[src/rtl/rsv_pkg.sv]
package rsv_pkg;
  typedef enum logic [1:0] {
    ST_OFF   = 2'd0,
    ST_HOLD  = 2'd1,
    ST_RUN   = 2'd2,
    ST_WDRST = 2'd3
  } rsv_state_e;

  // shared-timer step during the watchdog pulse (pulse = hold / ratio)
  localparam int unsigned PULSE_RATIO = 30;
  // ramp-down speed relative to ramp-up
  localparam int unsigned DOWN_RATIO  = 10;
  // arming level = top / ARM_DIV
  localparam int unsigned ARM_DIV     = 5;
endpackage

[src/rtl/rsv_sync.sv]
module rsv_sync #(
  parameter int unsigned WIDTH   = 1,
  parameter int unsigned STAGES  = 2,
  parameter logic        RST_VAL = 1'b0
) (
  input  logic             clk_i,
  input  logic             rst_ni,
  input  logic [WIDTH-1:0] d_i,
  output logic [WIDTH-1:0] q_o
);
  logic [STAGES-1:0][WIDTH-1:0] stg_q;

  always_ff @(posedge clk_i or negedge rst_ni) begin
    if (!rst_ni) stg_q <= {(STAGES*WIDTH){RST_VAL}};
    else         stg_q <= {stg_q[STAGES-2:0], d_i};
  end

  assign q_o = stg_q[STAGES-1];
endmodule

[src/rtl/rsv_mon_ramp.sv]
module rsv_mon_ramp
  import rsv_pkg::*;
#(
  parameter int unsigned MON_TOP = 20,
  parameter int unsigned MON_DIV = 2,
  localparam int unsigned UP_DIV  = MON_DIV * DOWN_RATIO,
  localparam int unsigned ARM_LVL = MON_TOP / ARM_DIV,
  localparam int unsigned MW      = $clog2(MON_TOP + 1),
  localparam int unsigned PW      = $clog2(UP_DIV)
) (
  input  logic          clk_i,
  input  logic          rst_ni,
  input  logic          run_i,
  input  logic          kick_i,
  output logic [MW-1:0] mon_o,
  output logic          down_o,
  output logic          top_o
);
  localparam logic [MW-1:0] ARM_V  = MW'(ARM_LVL);
  localparam logic [MW-1:0] TOP_M1 = MW'(MON_TOP - 1);
  localparam logic [PW-1:0] UP_END = PW'(UP_DIV - 1);
  localparam logic [PW-1:0] DN_END = PW'(MON_DIV - 1);

  logic [MW-1:0] mon_q;
  logic [PW-1:0] ps_q;
  logic          down_q;
  logic          up_tick, dn_tick, kick_ok;

  always_comb begin
    up_tick = run_i && !down_q && (ps_q == UP_END);
    dn_tick = run_i &&  down_q && (ps_q == DN_END);
    kick_ok = run_i && !down_q && kick_i && (mon_q >= ARM_V);
    top_o   = up_tick && !kick_ok && (mon_q == TOP_M1);
  end

  always_ff @(posedge clk_i or negedge rst_ni) begin
    if (!rst_ni) begin
      mon_q  <= '0;
      ps_q   <= '0;
      down_q <= 1'b0;
    end else if (!run_i) begin
      mon_q  <= '0;
      ps_q   <= '0;
      down_q <= 1'b0;
    end else if (kick_ok) begin
      down_q <= 1'b1;
      ps_q   <= '0;
    end else if (top_o) begin
      mon_q <= '0;
      ps_q  <= '0;
    end else if (up_tick) begin
      mon_q <= mon_q + MW'(1);
      ps_q  <= '0;
    end else if (dn_tick) begin
      ps_q <= '0;
      if (mon_q <= ARM_V + MW'(1)) begin
        mon_q  <= ARM_V;
        down_q <= 1'b0;
      end else begin
        mon_q <= mon_q - MW'(1);
      end
    end else begin
      ps_q <= ps_q + PW'(1);
    end
  end

  assign mon_o  = mon_q;
  assign down_o = down_q;
endmodule

[src/rtl/rsv_ctrl.sv]
module rsv_ctrl
  import rsv_pkg::*;
#(
  parameter int unsigned HOLD_CNT = 300,
  localparam int unsigned TW      = $clog2(HOLD_CNT + PULSE_RATIO + 1)
) (
  input  logic       clk_i,
  input  logic       rst_ni,
  input  logic       sup_rst_ok_i,
  input  logic       sup_rel_ok_i,
  input  logic       top_i,
  output rsv_state_e state_o,
  output logic       rst_no
);
  localparam logic [TW-1:0] HOLD_V = TW'(HOLD_CNT);
  localparam logic [TW-1:0] STEP_P = TW'(PULSE_RATIO);

  rsv_state_e    state_q, state_d;
  logic [TW-1:0] tmr_q, tmr_d;
  logic          rst_q;

  always_comb begin
    state_d = state_q;
    tmr_d   = tmr_q;
    unique case (state_q)
      ST_OFF: begin
        tmr_d = '0;
        if (sup_rel_ok_i) state_d = ST_HOLD;
      end
      ST_HOLD: begin
        if (!sup_rel_ok_i) begin
          state_d = ST_OFF;
          tmr_d   = '0;
        end else if (tmr_q + TW'(1) >= HOLD_V) begin
          state_d = ST_RUN;
          tmr_d   = '0;
        end else begin
          tmr_d = tmr_q + TW'(1);
        end
      end
      ST_RUN: begin
        tmr_d = '0;
        if (!sup_rst_ok_i) state_d = ST_OFF;
        else if (top_i)    state_d = ST_WDRST;
      end
      ST_WDRST: begin
        if (!sup_rst_ok_i) begin
          state_d = ST_OFF;
          tmr_d   = '0;
        end else if (tmr_q + STEP_P >= HOLD_V) begin
          state_d = ST_RUN;
          tmr_d   = '0;
        end else begin
          tmr_d = tmr_q + STEP_P;
        end
      end
      default: begin
        state_d = ST_OFF;
        tmr_d   = '0;
      end
    endcase
  end

  always_ff @(posedge clk_i or negedge rst_ni) begin
    if (!rst_ni) begin
      state_q <= ST_OFF;
      tmr_q   <= '0;
      rst_q   <= 1'b0;
    end else begin
      state_q <= state_d;
      tmr_q   <= tmr_d;
      rst_q   <= (state_d == ST_RUN);
    end
  end

  assign state_o = state_q;
  assign rst_no  = rst_q;
endmodule

[src/rtl/rst_supervisor.sv]
module rst_supervisor
  import rsv_pkg::*;
#(
  parameter int unsigned HOLD_CNT = 300,
  parameter int unsigned MON_TOP  = 20,
  parameter int unsigned MON_DIV  = 2,
  localparam int unsigned MW      = $clog2(MON_TOP + 1)
) (
  input  logic clk_i,
  input  logic rst_ni,
  input  logic sup_rst_ok_i,
  input  logic sup_rel_ok_i,
  input  logic wd_kick_i,
  input  logic wd_dis_i,
  output logic sys_rst_no
);
  logic [1:0]    raw_in, syn_out;
  logic          kick_s, dis_s, kick_prev_q, kick_fall;
  logic          mon_run, mon_top, mon_down;
  logic [MW-1:0] mon_lvl;
  rsv_state_e    state;

  assign raw_in = {wd_dis_i, wd_kick_i};

  rsv_sync #(.WIDTH(2), .STAGES(2), .RST_VAL(1'b0)) u_sync (
    .clk_i  (clk_i),
    .rst_ni (rst_ni),
    .d_i    (raw_in),
    .q_o    (syn_out)
  );

  assign kick_s = syn_out[0];
  assign dis_s  = syn_out[1];

  always_ff @(posedge clk_i or negedge rst_ni) begin
    if (!rst_ni) kick_prev_q <= 1'b0;
    else         kick_prev_q <= kick_s;
  end

  assign kick_fall = kick_prev_q & ~kick_s;
  assign mon_run   = (state == ST_RUN) && !dis_s;

  rsv_mon_ramp #(.MON_TOP(MON_TOP), .MON_DIV(MON_DIV)) u_ramp (
    .clk_i  (clk_i),
    .rst_ni (rst_ni),
    .run_i  (mon_run),
    .kick_i (kick_fall),
    .mon_o  (mon_lvl),
    .down_o (mon_down),
    .top_o  (mon_top)
  );

  rsv_ctrl #(.HOLD_CNT(HOLD_CNT)) u_ctrl (
    .clk_i        (clk_i),
    .rst_ni       (rst_ni),
    .sup_rst_ok_i (sup_rst_ok_i),
    .sup_rel_ok_i (sup_rel_ok_i),
    .top_i        (mon_top),
    .state_o      (state),
    .rst_no       (sys_rst_no)
  );
endmodule

[config.mk]
export PLATFORM = sky130hd
export DESIGN_NAME = rst_supervisor
export DESIGN_NICKNAME = d
export VERILOG_FILES = /design/src/rtl/rsv_pkg.sv /design/src/rtl/rsv_sync.sv /design/src/rtl/rsv_mon_ramp.sv /design/src/rtl/rsv_ctrl.sv /design/src/rtl/rst_supervisor.sv
export SDC_FILE = /design/constraint.sdc
export NUM_CORES = 1
export LEC_CHECK = 0
export BUFFER_PORTS_ARGS = -buffer_cell sky130_fd_sc_hd__clkbuf_2
export CAP_MARGIN = 20
export CORE_UTILIZATION = 65
export DETAILED_ROUTE_END_ITERATION = 7
export GPL_TIMING_DRIVEN = 1
export PLACE_DENSITY = 0.83
export SLEW_MARGIN = 10
export SYNTH_ARGS = -nofsm -noshare
export SYNTH_HDL_FRONTEND = slang
export SYNTH_HIERARCHICAL = 1
export SYNTH_SLANG_ARGS = --single-unit
[constraint.sdc]
create_clock -name clk_i -period 4.1 [get_ports clk_i]
set_clock_uncertainty 0.2 [all_clocks]
set_input_delay 0.205 -clock clk_i [delete_from_list [all_inputs] [get_ports clk_i]]
set_output_delay 0.205 -clock clk_i [all_outputs]
set_load 0.01 [all_outputs]
# After elaboration in Yosys (flattened, before gate mapping)
# Index checks and enable logic that the tools add are counted.
# op_classes
reduce_logical	16
bitwise_logic	2
n_lt_le_gt_ge	4
muxes	30
addsub	5
eq_ne	13
# op_table
op	count
$mux 5	11
$mux 9	4
$pmux 9 s3	1
$ge 9x9->1 const B	2
$mux 2	7
$ne 3x3->1 const B	4
$add 5x1->5 const B	2
$eq 5x5->1 const B	2
$add 9x1->9 const B	1
$add 9x5->9 const B	1
$logic_and 1x1->1	9
$pmux 2 s4	1
$eq 2x2->1 const B	3
$mux 1	6
$eq 5x1->1 const B	1
$ge 5x3->1 const B	1
$le 5x3->1 const B	1
$sub 5x1->5 const B	1
$ne 4x4->1 const B	1
$reduce_and 4->1	1
$logic_not 1->1	3
$eq 2x1->1 const B	1
$logic_not 2->1	1
$ne 2x2->1 const B	1
other kinds (4)	4
# word_totals
out_inout_bits	1
register_bits	28
word_cells	79
input_bits	6

# Longest topological paths before layout
# logic_depth
ltp_word	12
ltp_mapped	11
depth_no_buf	9

# Modules after synthesis
# Netlist, hierarchy kept.
# modules_own_cells
module	cells_each	area_each_um2	n_inst	seq_area_each_um2
rsv_ctrl	120	1013.5	1	300.3
rsv_mon_ramp	88	792.0	1	275.3
rsv_sync	6	115.1	1	100.1
rst_supervisor	3	43.8	1	25.0

# Worst setup path before layout
# No wires, ideal clock.
# synth_timing
kind	reg-to-reg
startpoint	register u_ctrl.tmr_q[1]
endpoint	register u_ctrl.tmr_q[5]
setup_time_ps	127
slack_ps	1681
path_buffers	1
required_ps	3773
t_arrival_ps	2092
period_less_slack_ps	2419
stages_incl_launch_ff	10
cell_sequence	dfrtp_1 > ha_1 > and4_1 > and2_1 > nand4b_1 > a32oi_2 > nand2_2 > buf_6 > a221oi_1 > nor2_1
# synth_via
elab_chain_cells	5
word_cells_on_any_way	9
classes_between	add/sub: 2; order compare: 2; mux: 5
# synth_lines
item	line_no	source
from (decl)	rsv_ctrl.sv:19	logic [TW-1:0] tmr_q, tmr_d;
from (signal assigned)	rsv_ctrl.sv:71	tmr_q <= tmr_d;
$add 9x5->9 or $add 9x1->9 (tied branches)	-	
$ge 9x9->1 (on tied branches)	rsv_ctrl.sv:50, rsv_ctrl.sv:34	
$mux 9 (on tied branches)	rsv_ctrl.sv:50, rsv_ctrl.sv:34	
$mux 9 (on tied branches)	rsv_ctrl.sv:47, rsv_ctrl.sv:31	
$pmux 9 s3 (*)	rsv_ctrl.sv:25	unique case (state_q)
net u_ctrl.tmr_d[5]	rsv_ctrl.sv:19	
# The timed path passes the listed nets; every way through them passes the cells marked *.
# A chain may end at the register's enable or synchronous reset.

# Worst setup path after layout
# layout_timing
startpoint	register u_ctrl.tmr_q[2]
endpoint	register u_ctrl.tmr_q[6]
# The elaborated chain is that of the path after synthesis.

==> qor.txt <==
status - finished clean
Final Wtd Congestion - 0.927
Final Util - 0.732
Placed Cells - 242
Slew HR - 0.538
Data required, critical path - 4.14 ns
RSZ-0062 raised after global routing - false
Via Count - 1,672
number of clock sinks - 28
CTS tree - done
xor and xnor area share after synthesis - 0.0268
Worst-Margin Slew - 0.693 ns
# H-tree levels - 1
Netlist Area Pre-Place - 1960 um2
total grt overflow - 0
first-pass GRT wire length - 6.90 mm
most frequent cells in the layout - 28 x dfrtp_1, 19 x nand2_1, 17 x nor2_1, 14 x inv_1
post-synthesis adder-cell area fraction - 0.0637
crit end category - flop
CP Max Fanout - 16
Post-synth EDFFs - 0
clk buf depth - 2
Mapped Cells - 217
syn_nets - 233
DRT Wirelength - 4.04 mm
CTS buffer count - 3
clock-pin slew on the worst setup and hold paths - 0.15 ns
Setup crit start kind - flop
# IOs - 7
Max Cap Viol - 0
postcts setup bufs - 0
post-synthesis mux area share - 0.0217
FF+latch count, synth - 28
number of vias per cell - 6.69
fin cells - 250
diode count - 0
setup ws final - 1.04 ns
simple logic cell fraction of the synthesized area - 0.236
Finish-stage setup viols - 0
total negative slack - 0 ns
Synth cell types - 62
fmax - 327 MHz
Pre-Repair DR Iteration Count - 4
routed len/inst - 16.1 um
Tcrit/Tclk final - 0.746
die area - 3250 um2
r2r setup slk - 1.04 ns
initial antenna violation count - 0
Pwr Density - 319 nW/um2
share of cells above drive strength 1 - 0.110
nets - 236
asr flop ratio synth - 1.00
die height - 57.0 um
die width - 57.0 um
PortBufs - 6
maximum vdd drop - 0.213 mV
total track usage - 0.270
pre-CTS setup slack - 1.15 ns
Root Buffer - clkbuf_4
total power - 655 uW
Synth Area per Inst - 9.05 um2
Synth Flop Type - dfrtp_1
initial cell density of the core - 0.700
Clock Latency Late Sink - 0.33 ns
Finished Cell Area - 2050 um2
Starting DRT DRC Count - 139
final worst path period need - 3.06 ns
core area - 2810 um2
Detailed Place HPWL - 2.98 mm
drt drc - 0
Post-Place Cell Area - 1960 um2
row count - 19
crit path kind - flop to flop
complex-gate fraction of the synthesized area - 0.232
Area Overhead vs Synth - 4.59%
final hold violations - 0
vias in the first global route - 1,598
static leakage - 0.872 nW
Hold WC Path Type - input port to flop
Antenna Nets Post-Route - 0
yosys synthesis warning count - 6
register area share after synthesis - 0.357
CP arrival - 3.10 ns
hold slack - 0.0657 ns
pin count of the biggest net entering global routing - 29
main combinational cell family by area after synthesis - simple AND/OR/NAND/NOR gates
commonest non-fill, non-tap cell in the layout - dfrtp_1
max-slew violation count - 0
[flip-flops by register name, summed over array words and instances, names as in the netlist]
register        cells
u_ctrl/state_o      2
u_ramp/mon_o        5
u_ctrl/tmr_q        9
u_sync/stg_q        2
u_ramp/ps_q         5
u_ctrl/rst_no       1
u_sync/q_o          2
u_ramp/down_o       1
kick_prev_q         1
[routing by layer]
layer	wire length [um]	vias to the layer above	track usage	share of wire
li1	-	800	-	-
met3	147	10	0.0295	0.036
met5	0	-	0	0
met2	2100	52	0.501	0.52
met1	1690	810	0.316	0.42
met4	97	0	0.115	0.024
[cells in the mapped netlist, types with 2 or more instances]
cell,instances,share of area
xnor2_1,2,0.0089
nand4_1,2,0.0064
a32oi_1,3,0.013
clkbuf_1,4,0.0076
nor2b_1,2,0.0064
o31ai_1,2,0.0076
a41oi_1,2,0.0089
o21ai_1,5,0.013
mux2i_1,2,0.010
nor2_1,17,0.032
inv_1,14,0.027
nand2_1,19,0.036
o2bb2ai_1,2,0.0089
ha_1,10,0.064
nor3b_2,2,0.013
nand2b_1,4,0.013
mux2_2,2,0.011
o21ai_0,6,0.015
nand4b_1,3,0.013
xor2_1,4,0.018
a22oi_1,2,0.0076
buf_4,4,0.015
o22ai_1,2,0.0064
o2111ai_1,2,0.0089
a31oi_1,2,0.0064
nand3_1,9,0.023
buf_2,3,0.0076
nor4_1,2,0.0064
and3_1,2,0.0064
o211ai_1,3,0.011
a21oi_1,10,0.025
or3_1,2,0.0064
a221oi_1,4,0.018
nand3b_1,2,0.0076
a31o_2,2,0.0089
and2_1,2,0.0064
dfrtp_1,28,0.36
nor3_1,5,0.013
[layout make-up]
| class | instances | area (um2) |
|---|---|---|
| inverter | 14 | 52.6 |
| tap | 31 | 38.8 |
| sequential | 28 | 701 |
| multi-input combinational | 163 | 1140 |
| clock inverter | 1 | 30.0 |
| timing repair buffer | 10 | 70.1 |
| clock buffer | 3 | 22.5 |
| fill | 192 | 751 |
[timing repair]
item / in CTS / in global routing
gates resized for setup: 0 / 0
hold buffers: 4 / 0
hold endpoints to repair: 32 / 0
setup endpoints to repair: 0 / 0
[worst paths after layout]
path,startpoint,endpoint,cells past startpoint
setup / recovery,u_ctrl/tmr_q[2]$_DFF_PN0_,u_ctrl/tmr_q[6]$_DFF_PN0_,9
hold / removal,sup_rel_ok_i,u_ctrl/state_o[1]$_DFF_PN0_,5
setup reg to reg,u_ctrl/tmr_q[2]$_DFF_PN0_,u_ctrl/tmr_q[6]$_DFF_PN0_,9
hold reg to reg,u_sync/stg_q[0]$_DFF_PN0_,u_sync/q_o[0]$_DFF_PN0_,0
max in group asynchronous,rst_ni,u_ramp/mon_o[1]$_DFFE_PN0P_,2
min in group asynchronous,rst_ni,u_ctrl/tmr_q[8]$_DFF_PN0_,2
[worst max-delay path: stages (launching register included)]
cell,delay (ns)
dfrtp_1,0.53
inv_1,0.16
ha_1,0.22
nor3b_2,0.36
o2111ai_1,0.19
o31ai_1,0.10
o2bb2ai_1,0.14
a21oi_2,0.57
a22oi_1,0.21
o311ai_1,0.29
[report_power, final]
| part | internal [mW] | switching (mW) | total [mW] |
|---|---|---|---|
| logic | 0.0583 | 0.0894 | 0.148 |
| registers | 0.290 | 0.0367 | 0.327 |
| clock network | 0.0989 | 0.0816 | 0.180 |
| total | 0.447 | 0.208 | 0.655 |
[kinds of logic after synthesis]
kind of cell | count (synthesis)
buffers and inverters | 26
adders and majority gates | 10
DFF | 28
muxes | 4
xor gates and xnor gates | 6
AOI/OAI and AO/OA | 62
and+or+nand+nor | 81
(Power assumes the default switching activity.)
